==> src/rtl/clkrst_csr_pkg.sv <==
package clkrst_csr_pkg;
  localparam int NREG = 9;
  localparam int DW   = 32;
  localparam int BE_W = DW / 8;

  // register indices
  localparam int IX_OSC   = 0;
  localparam int IX_CPLL  = 1;
  localparam int IX_MPLL  = 2;
  localparam int IX_MPLL2 = 3;
  localparam int IX_NPLL  = 4;
  localparam int IX_NPLL2 = 5;
  localparam int IX_SEL   = 6;
  localparam int IX_DRST  = 7;
  localparam int IX_MUX   = 8;

  localparam int OSC_RDY_BIT  = 31;
  localparam int OSC_EN_BIT   = 30;
  localparam int PLL_LOCK_BIT = 31;
  localparam int PLL_FSE_BIT  = 25;

  localparam logic [5:0] DIV_REF_DEF = 6'd1;
  localparam logic [8:0] DIV_FB_DEF  = 9'd31;
  localparam logic [2:0] DIV_OUT_DEF = 3'd3;

  function automatic logic [7:0] reg_offset(input int i);
    case (i)
      IX_OSC:   return 8'h00;
      IX_CPLL:  return 8'h04;
      IX_MPLL:  return 8'h0C;
      IX_MPLL2: return 8'h10;
      IX_NPLL:  return 8'h1C;
      IX_NPLL2: return 8'h20;
      IX_SEL:   return 8'h24;
      IX_DRST:  return 8'h28;
      default:  return 8'h2C;
    endcase
  endfunction

  function automatic bit is_pll_primary(input int i);
    return (i == IX_CPLL) || (i == IX_MPLL) || (i == IX_NPLL);
  endfunction

  function automatic logic [DW-1:0] reg_force(input int i);
    logic [DW-1:0] m;
    m = '0;
    if (i == IX_OSC) m[OSC_RDY_BIT] = 1'b1;
    if (is_pll_primary(i)) begin
      m[PLL_LOCK_BIT] = 1'b1;
      m[PLL_FSE_BIT]  = 1'b1;
    end
    return m;
  endfunction

  function automatic logic [DW-1:0] reg_reset(input int i);
    logic [DW-1:0] v;
    v = '0;
    if (i == IX_OSC) begin
      v[OSC_RDY_BIT] = 1'b1;
      v[OSC_EN_BIT]  = 1'b1;
    end
    if (is_pll_primary(i)) begin
      v[5:0]   = DIV_REF_DEF;
      v[14:6]  = DIV_FB_DEF;
      v[17:15] = DIV_OUT_DEF;
      v = v | reg_force(i);
    end
    if (i == IX_SEL) v[0] = 1'b1;
    return v;
  endfunction
endpackage

==> src/rtl/clkrst_csr_decode.sv <==
module clkrst_csr_decode
  import clkrst_csr_pkg::*;
#(
  parameter int ADDR_W = 8
) (
  input  logic [ADDR_W-1:0] addr,
  input  logic [BE_W-1:0]   be,
  output logic [NREG-1:0]   sel,
  output logic              hit
);
  logic full_word;
  assign full_word = &be;

  for (genvar g = 0; g < NREG; g++) begin : g_match
    localparam logic [ADDR_W-1:0] OFS = ADDR_W'(reg_offset(g));
    assign sel[g] = full_word && (addr == OFS);
  end

  assign hit = |sel;
endmodule

==> src/rtl/clkrst_csr_regs.sv <==
module clkrst_csr_regs
  import clkrst_csr_pkg::*;
(
  input  logic                     clk,
  input  logic                     rst,
  input  logic                     wr,
  input  logic [NREG-1:0]          sel,
  input  logic [DW-1:0]            wdata,
  output logic [NREG-1:0][DW-1:0]  q
);
  for (genvar g = 0; g < NREG; g++) begin : g_reg
    localparam logic [DW-1:0] FORCE = reg_force(g);
    localparam logic [DW-1:0] RSTV  = reg_reset(g);

    always_ff @(posedge clk) begin
      if (rst)                q[g] <= RSTV;
      else if (wr && sel[g])  q[g] <= wdata | FORCE;
    end

    AST_RESET_VALUE: assert property (@(posedge clk) disable iff (rst)
      $past(rst) |-> q[g] == RSTV);
    AST_FORCED_SET: assert property (@(posedge clk) disable iff (rst)
      $past(rst) == 1'b0 |-> (q[g] & FORCE) == FORCE);
  end
endmodule

==> src/rtl/clkrst_csr_rmux.sv <==
module clkrst_csr_rmux
  import clkrst_csr_pkg::*;
(
  input  logic                     rd,
  input  logic [NREG-1:0]          sel,
  input  logic [NREG-1:0][DW-1:0]  q,
  output logic [DW-1:0]            rdata
);
  always_comb begin
    rdata = '0;
    for (int i = 0; i < NREG; i++) begin
      if (rd && sel[i]) rdata = rdata | q[i];
    end
  end
endmodule

==> src/rtl/clkrst_csr.sv <==
module clkrst_csr
  import clkrst_csr_pkg::*;
#(
  parameter int ADDR_W = 8
) (
  input  logic              clk,
  input  logic              rst,
  input  logic [ADDR_W-1:0] bus_addr,
  input  logic [3:0]        bus_be,
  input  logic              bus_wr,
  input  logic [31:0]       bus_wdata,
  input  logic              bus_rd,
  output logic [31:0]       bus_rdata,
  output logic [31:0]       osc_cfg_q,
  output logic [31:0]       pll_core_q,
  output logic [31:0]       pll_mem_q,
  output logic [31:0]       pll_mem2_q,
  output logic [31:0]       pll_net_q,
  output logic [31:0]       pll_net2_q,
  output logic [31:0]       clk_sel_q,
  output logic [31:0]       dev_rst_q,
  output logic [31:0]       mux_stat_q
);
  logic [NREG-1:0]         sel;
  logic                    hit;
  logic [NREG-1:0][DW-1:0] q;

  clkrst_csr_decode #(.ADDR_W(ADDR_W)) u_decode (
    .addr (bus_addr),
    .be   (bus_be),
    .sel  (sel),
    .hit  (hit)
  );

  clkrst_csr_regs u_regs (
    .clk   (clk),
    .rst   (rst),
    .wr    (bus_wr),
    .sel   (sel),
    .wdata (bus_wdata),
    .q     (q)
  );

  clkrst_csr_rmux u_rmux (
    .rd    (bus_rd),
    .sel   (sel),
    .q     (q),
    .rdata (bus_rdata)
  );

  assign osc_cfg_q  = q[IX_OSC];
  assign pll_core_q = q[IX_CPLL];
  assign pll_mem_q  = q[IX_MPLL];
  assign pll_mem2_q = q[IX_MPLL2];
  assign pll_net_q  = q[IX_NPLL];
  assign pll_net2_q = q[IX_NPLL2];
  assign clk_sel_q  = q[IX_SEL];
  assign dev_rst_q  = q[IX_DRST];
  assign mux_stat_q = q[IX_MUX];

  localparam logic [31:0] OSC_RDY_MASK = 32'h1 << OSC_RDY_BIT;

  AST_IGNORED_WRITE: assert property (@(posedge clk) disable iff (rst)
    (bus_wr && !hit) |=> $stable(q));
  AST_UNMAPPED_READ: assert property (@(posedge clk) disable iff (rst)
    (bus_rd && !hit) |-> bus_rdata == 32'h0);
  AST_NARROW_WRITE: assert property (@(posedge clk) disable iff (rst)
    (bus_wr && bus_be != 4'hF) |=> $stable(q));
  AST_OSC_WRITE: assert property (@(posedge clk) disable iff (rst)
    (bus_wr && bus_be == 4'hF && bus_addr == '0)
      |=> osc_cfg_q == ($past(bus_wdata) | OSC_RDY_MASK));
  AST_IDLE_HOLD: assert property (@(posedge clk) disable iff (rst)
    !bus_wr |=> $stable(q));
endmodule

==> config.mk <==
export PLATFORM = sky130hd
export DESIGN_NAME = clkrst_csr
export DESIGN_NICKNAME = d
export VERILOG_FILES = /design/src/rtl/clkrst_csr_pkg.sv /design/src/rtl/clkrst_csr_decode.sv /design/src/rtl/clkrst_csr_regs.sv /design/src/rtl/clkrst_csr_rmux.sv /design/src/rtl/clkrst_csr.sv
export SDC_FILE = /design/constraint.sdc
export NUM_CORES = 1
export LEC_CHECK = 0
export BUFFER_PORTS_ARGS = -buffer_cell sky130_fd_sc_hd__buf_2
export CAP_MARGIN = 20
export CORE_MARGIN = 1
export CORE_UTILIZATION = 45
export DETAILED_ROUTE_END_ITERATION = 10
export PLACE_DENSITY = 0.74
export RECOVER_POWER = 50
export SLEW_MARGIN = 30
export SYNTH_ARGS = -nofsm -noshare
export SYNTH_HDL_FRONTEND = slang
export SYNTH_SLANG_ARGS = --single-unit
==> constraint.sdc <==
create_clock -name clk -period 2.4 [get_ports clk]
set_input_delay 0.48 -clock clk [delete_from_list [all_inputs] [get_ports clk]]
set_output_delay 0.48 -clock clk [all_outputs]
set_load 0.05 [all_outputs]
Word-level counts from Yosys, hierarchy flattened:

Cells that the tools add are included.

* logic and storage cells: 63
* bits of input ports: 48
* bits in registers: 281

* equality and inequality tests: 8
* bitwise operators: 8
* reductions and logical operators: 29
* muxes and demuxes: 9

Operator list (number)
* 32-bit 2-to-1 mux: 9
* 32-bit bitwise OR: 8
* 8-bit by 6-bit equality test with 1-bit output (second input constant): 4
* 1-bit logical AND: 27
* 8-bit by 5-bit equality test with 1-bit output (second input constant): 2
* 8-bit by 3-bit equality test with 1-bit output (second input constant): 1
* 8-bit by 4-bit equality test with 1-bit output (second input constant): 1
* 8-bit logical NOT: 1
* 4-bit AND reduction: 1

Depth between registers and ports, before layout:

* depth after elaboration: 20
* mapped depth: 8
* depth with buffers taken out: 4

Modules after synthesis:

Synthesis repeated with hierarchy kept, for this count alone.

* cell total of the unflattened synthesis: 1246
* area total of the unflattened synthesis: 13231.4 um^2

Modules (own cells, without submodules)
* clkrst_csr_regs: cells an instance 997, times used 1, area an instance 10994.3 um^2, sequential area each 5625.4 um^2
* clkrst_csr_rmux: cells an instance 227, times used 1, area an instance 2093.3 um^2, sequential area each 0.0 um^2
* clkrst_csr_decode: cells an instance 22, times used 1, area an instance 143.9 um^2, sequential area each 0.0 um^2

Worst setup path before layout:

No wires, ideal clock.

* kind: input port to output port
* start point: input port bus_addr[2]
* end point: output port bus_rdata[17]
* path slack: -0.992 ns
* arrival: 2.912 ns
* cell stages on the path: 6
* path buffers: 2
* required time: 1.920 ns
* path through: buf_2 -> or4_4 -> buf_2 -> nor2_2 -> a2111oi_0 -> o21ai_0

* word-level cells in the longest chain between the ends: 20

Ends and longest elaborated chain
* from (decl): RTL line clkrst_csr.sv:8 `input logic [ADDR_W-1:0] bus_addr,`
* 8-bit logical NOT: RTL line clkrst_csr_decode.sv:16 `assign sel[g] = full_word && (addr == OFS);`
* 1-bit logical AND: RTL line clkrst_csr_decode.sv:16
* 1-bit logical AND: RTL line clkrst_csr_rmux.sv:12 `if (rd && sel[i]) rdata = rdata | q[i];`
* 32-bit 2-to-1 mux: RTL line clkrst_csr_rmux.sv:12
* 32-bit bitwise OR: RTL line clkrst_csr_rmux.sv:12
* 32-bit 2-to-1 mux: RTL line clkrst_csr_rmux.sv:12
* 32-bit bitwise OR: RTL line clkrst_csr_rmux.sv:12
* 32-bit 2-to-1 mux: RTL line clkrst_csr_rmux.sv:12
* (+4 left out)
* 32-bit bitwise OR: RTL line clkrst_csr_rmux.sv:12
* 32-bit 2-to-1 mux: RTL line clkrst_csr_rmux.sv:12
* 32-bit bitwise OR: RTL line clkrst_csr_rmux.sv:12
* 32-bit 2-to-1 mux: RTL line clkrst_csr_rmux.sv:12
* 32-bit bitwise OR: RTL line clkrst_csr_rmux.sv:12
* 32-bit 2-to-1 mux: RTL line clkrst_csr_rmux.sv:12
* 32-bit bitwise OR: RTL line clkrst_csr_rmux.sv:12
* 32-bit 2-to-1 mux (*): RTL line clkrst_csr_rmux.sv:12
* to (decl): RTL line clkrst_csr.sv:13 `output logic [31:0] bus_rdata,`

Mark *: on every way between the ends. The rest lies on a longest branch, timed or not.

Final worst setup path:

* start point: input port bus_addr[0]
* end point: output port bus_rdata[23]

The elaborated chain is that of the path after synthesis.

==> impl_metrics.ini <==
[yosys]
synth-async-reset-ratio = 0
syn-cell-area_um2 = 12600
ys_seq_area_frac = 0.445
synth-edff-count = 0
yosys_warnings = 0
synth-main-ff-cell = dfxtp_1
avgSynthCellArea_um2 = 7.77
synthCells = 1627
yosys.cell_types.count = 54
ys_ff_latch = 281

[outcome]
status = finished, violations left
violations = setup timing

[cells_and_area]
largest_registers = u_regs.q x281
final_common_cell = nand2_1
stdcell_count = 2439
final_nets = 2092
mostFrequentLayoutCells = nand2_1 (573), dfxtp_1 (280), a21oi_1 (269), buf_2 (226), buf_4 (143)
nFillCells = 2257
regMostFlops = u_regs.q
largest_reg_flops = 281
synthToLayoutAreaGrowth_pct = 44.0
layout-drive-gt1-share = 0.317

[grt]
track_usage = 0.382
antenna_found_initial = 1
grt.overflow.total = 0
grt_pass1_vias = 13700
grt_max_degree = 73
grt_pass1_wl_mm = 82.8

[cts]
clk_pin_slew_ns = 0.07
insertion_delay_ns = 0.55
clock_sinks = 281
cts_buffers = 30
htreeDepth = 1
tritoncts = done
cts_root_buf = clkbuf_16
clockBufferDepth = 3

[place]
routabilityCongestion = 0.954
dpl.cell_count = 2367
numPortBuffers = 360
hpwlAfterDp_mm = 40.4

[job]
maxCapViolCount = 0

[detailed_routing]
dr.pass1.iters = 7
top_layer_used = met4
post_drt_via_cell_ratio = 5.97
drc_errors = 0
wl_met2_mm = 25.8
wl_met1_mm = 21.4
vias = 14600
wirelength_mm = 57.0
antenna_left = 0
dr_wl_met3_mm = 6.60
drt_iter0_drc = 1652
wl_per_cell_um = 23.4

[timing]
whs_ns = 0.220
slew_viol_final = 0
setup_ws_ns = -0.268
relSlewSlack = 0.434
finClkSkew_ns = 0
min_period_ns = 2.67
finalSetupViolCount = 32
rsz0062_at_grt = yes
fin_crit_sh = 1.11
worst_pin_slew_ns = 0.849
fmax_mhz = 375
finalHoldViolCount = 0

[floorplanning]
initial_core_util = 0.464
die-height_um = 170
ioPinCount = 368
core-area_um2 = 27300
die-area_um2 = 28800
core.rowCount = 60
die-width_um = 170

[pwr]
powerDensity_nw_per_um2 = 561
vdd_drop_max_v = 0.000462
leakage_nw = 6.98

[worst_hold_path]
worstHoldPathType = in -> reg

[critical_path]
arrival_ns = 2.19
worstSetupStartpointType = input pin
worstPathRequired_ns = 1.92
path_class = in -> out
crit_path_end_kind = primary output
crit_path_max_fanout = 7
## synthesized netlist by cell type (all sizes together), types with 3 or more instances
cell / number / area (um^2)
a22oi: 34 / 255
nand2: 579 / 2170
o221ai: 11 / 96.3
nor3: 22 / 120
nor2b: 5 / 31.3
or3: 3 / 18.8
mux2i: 49 / 490
nand3b: 27 / 203
or4b: 3 / 33.8
a2111oi: 5 / 43.8
o2bb2ai: 16 / 140
o21ai: 8 / 40.0
a32oi: 5 / 43.8
a21oi: 274 / 1380
nor2: 21 / 83.8
nor4b: 4 / 41.3
nand4: 11 / 68.8
a211oi: 3 / 22.5
nand3: 4 / 20.0
a221oi: 3 / 26.3
mux2: 9 / 101
buf: 89 / 498
clkbuf: 81 / 304
dfxtp: 281 / 5630
mux4: 3 / 67.6
nor4: 19 / 244
a31oi: 10 / 62.6
a222oi: 3 / 30.0
a22o: 27 / 236
inv: 3 / 11.3
## per-stage QoR
step / util / area, um^2 / total power (W) / setup TNS (ns) / setup slack [ns]
floorplan: - / 13300 / 0.00511 / -6.21 / -0.486
global placement: 0.602 / 16400 / 0.00535 / -11.99 / -0.461
detailed placement: 0.602 / 16400 / 0.00535 / -13.21 / -0.481
CTS: 0.663 / 18100 / 0.0101 / -5.81 / -0.265
global route: 0.668 / 18200 / 0.0104 / -7.05 / -0.288
finish: 0.668 / 18200 / 0.0102 / -6.42 / -0.268
## cell families (layout without fill, tap and decap cells)
| kind of cell | after synthesis | in the layout | synth area share |
|---|---|---|---|
| AO/OA/AOI/OAI | 403 | 403 | 0.191 |
| other | 1 | 8 | 0.000297 |
| buffers and inverters | 173 | 606 | 0.0644 |
| flip-flops | 281 | 281 | 0.445 |
| AND/OR/NAND/NOR | 708 | 708 | 0.247 |
| multiplexers | 61 | 61 | 0.0522 |
## cell type report
| class | count | area [um^2] | area share |
|---|---|---|---|
| Multi-Input combinational cell | 1179 | 7280 | 0.400 |
| Sequential cell | 281 | 5630 | 0.309 |
| Timing Repair Buffer | 549 | 3780 | 0.208 |
| Clock buffer | 37 | 838 | 0.0461 |
| Tap cell | 372 | 465 | 0.0256 |
| Clock inverter | 17 | 191 | 0.0105 |
| Inverter | 3 | 11.3 | 0.000619 |
| Antenna cell | 1 | 2.50 | 0.000138 |
## worst max-delay path, stage by stage
cell and delay [ns]:
buf_8 0.10, or4_4 0.63, nor2_4 0.21, buf_12 0.15, a221oi_2 0.05, o211ai_1 0.28
buf_4 0.26
## final timing paths
path / startpoint / end / slack [ns] / cells after the start
min reg2reg: u_regs.q[246]$_SDFFE_PP0P_ / u_regs.q[246]$_SDFFE_PP0P_ / 0.47 / 2
max: bus_addr[0] / bus_rdata[23] / -0.27 / 7
max reg2reg: u_regs.q[70]$_SDFFE_PP1P_ / u_regs.q[70]$_SDFFE_PP1P_ / 1.58 / 3
min: bus_wdata[31] / u_regs.q[191]$_SDFFE_PP0P_ / 0.22 / 3
## per-layer routing
layer / track usage / vias up
li1: - / 6394
met1: 0.491 / 6872
met2: 0.612 / 1069
met3: 0.0704 / 233
met4: 0.195 / 0
met5: 0 / -
## power by group
group	switching, W	internal, W
Combinational	0.000440	0.000221
Sequential	0.000000522	0.00466
Clock	0.00198	0.00289
## what timing repair did
| item | in CTS | in global routing |
|---|---|---|
| setup endpoints to repair | 32 | 32 |
| setup buffers | 8 | 11 |
| resized for setup | 140 | 42 |
| hold buffers | 0 | 0 |
| pin swaps | 33 | 22 |
Note: power is estimated with default switching activity, not from simulation.
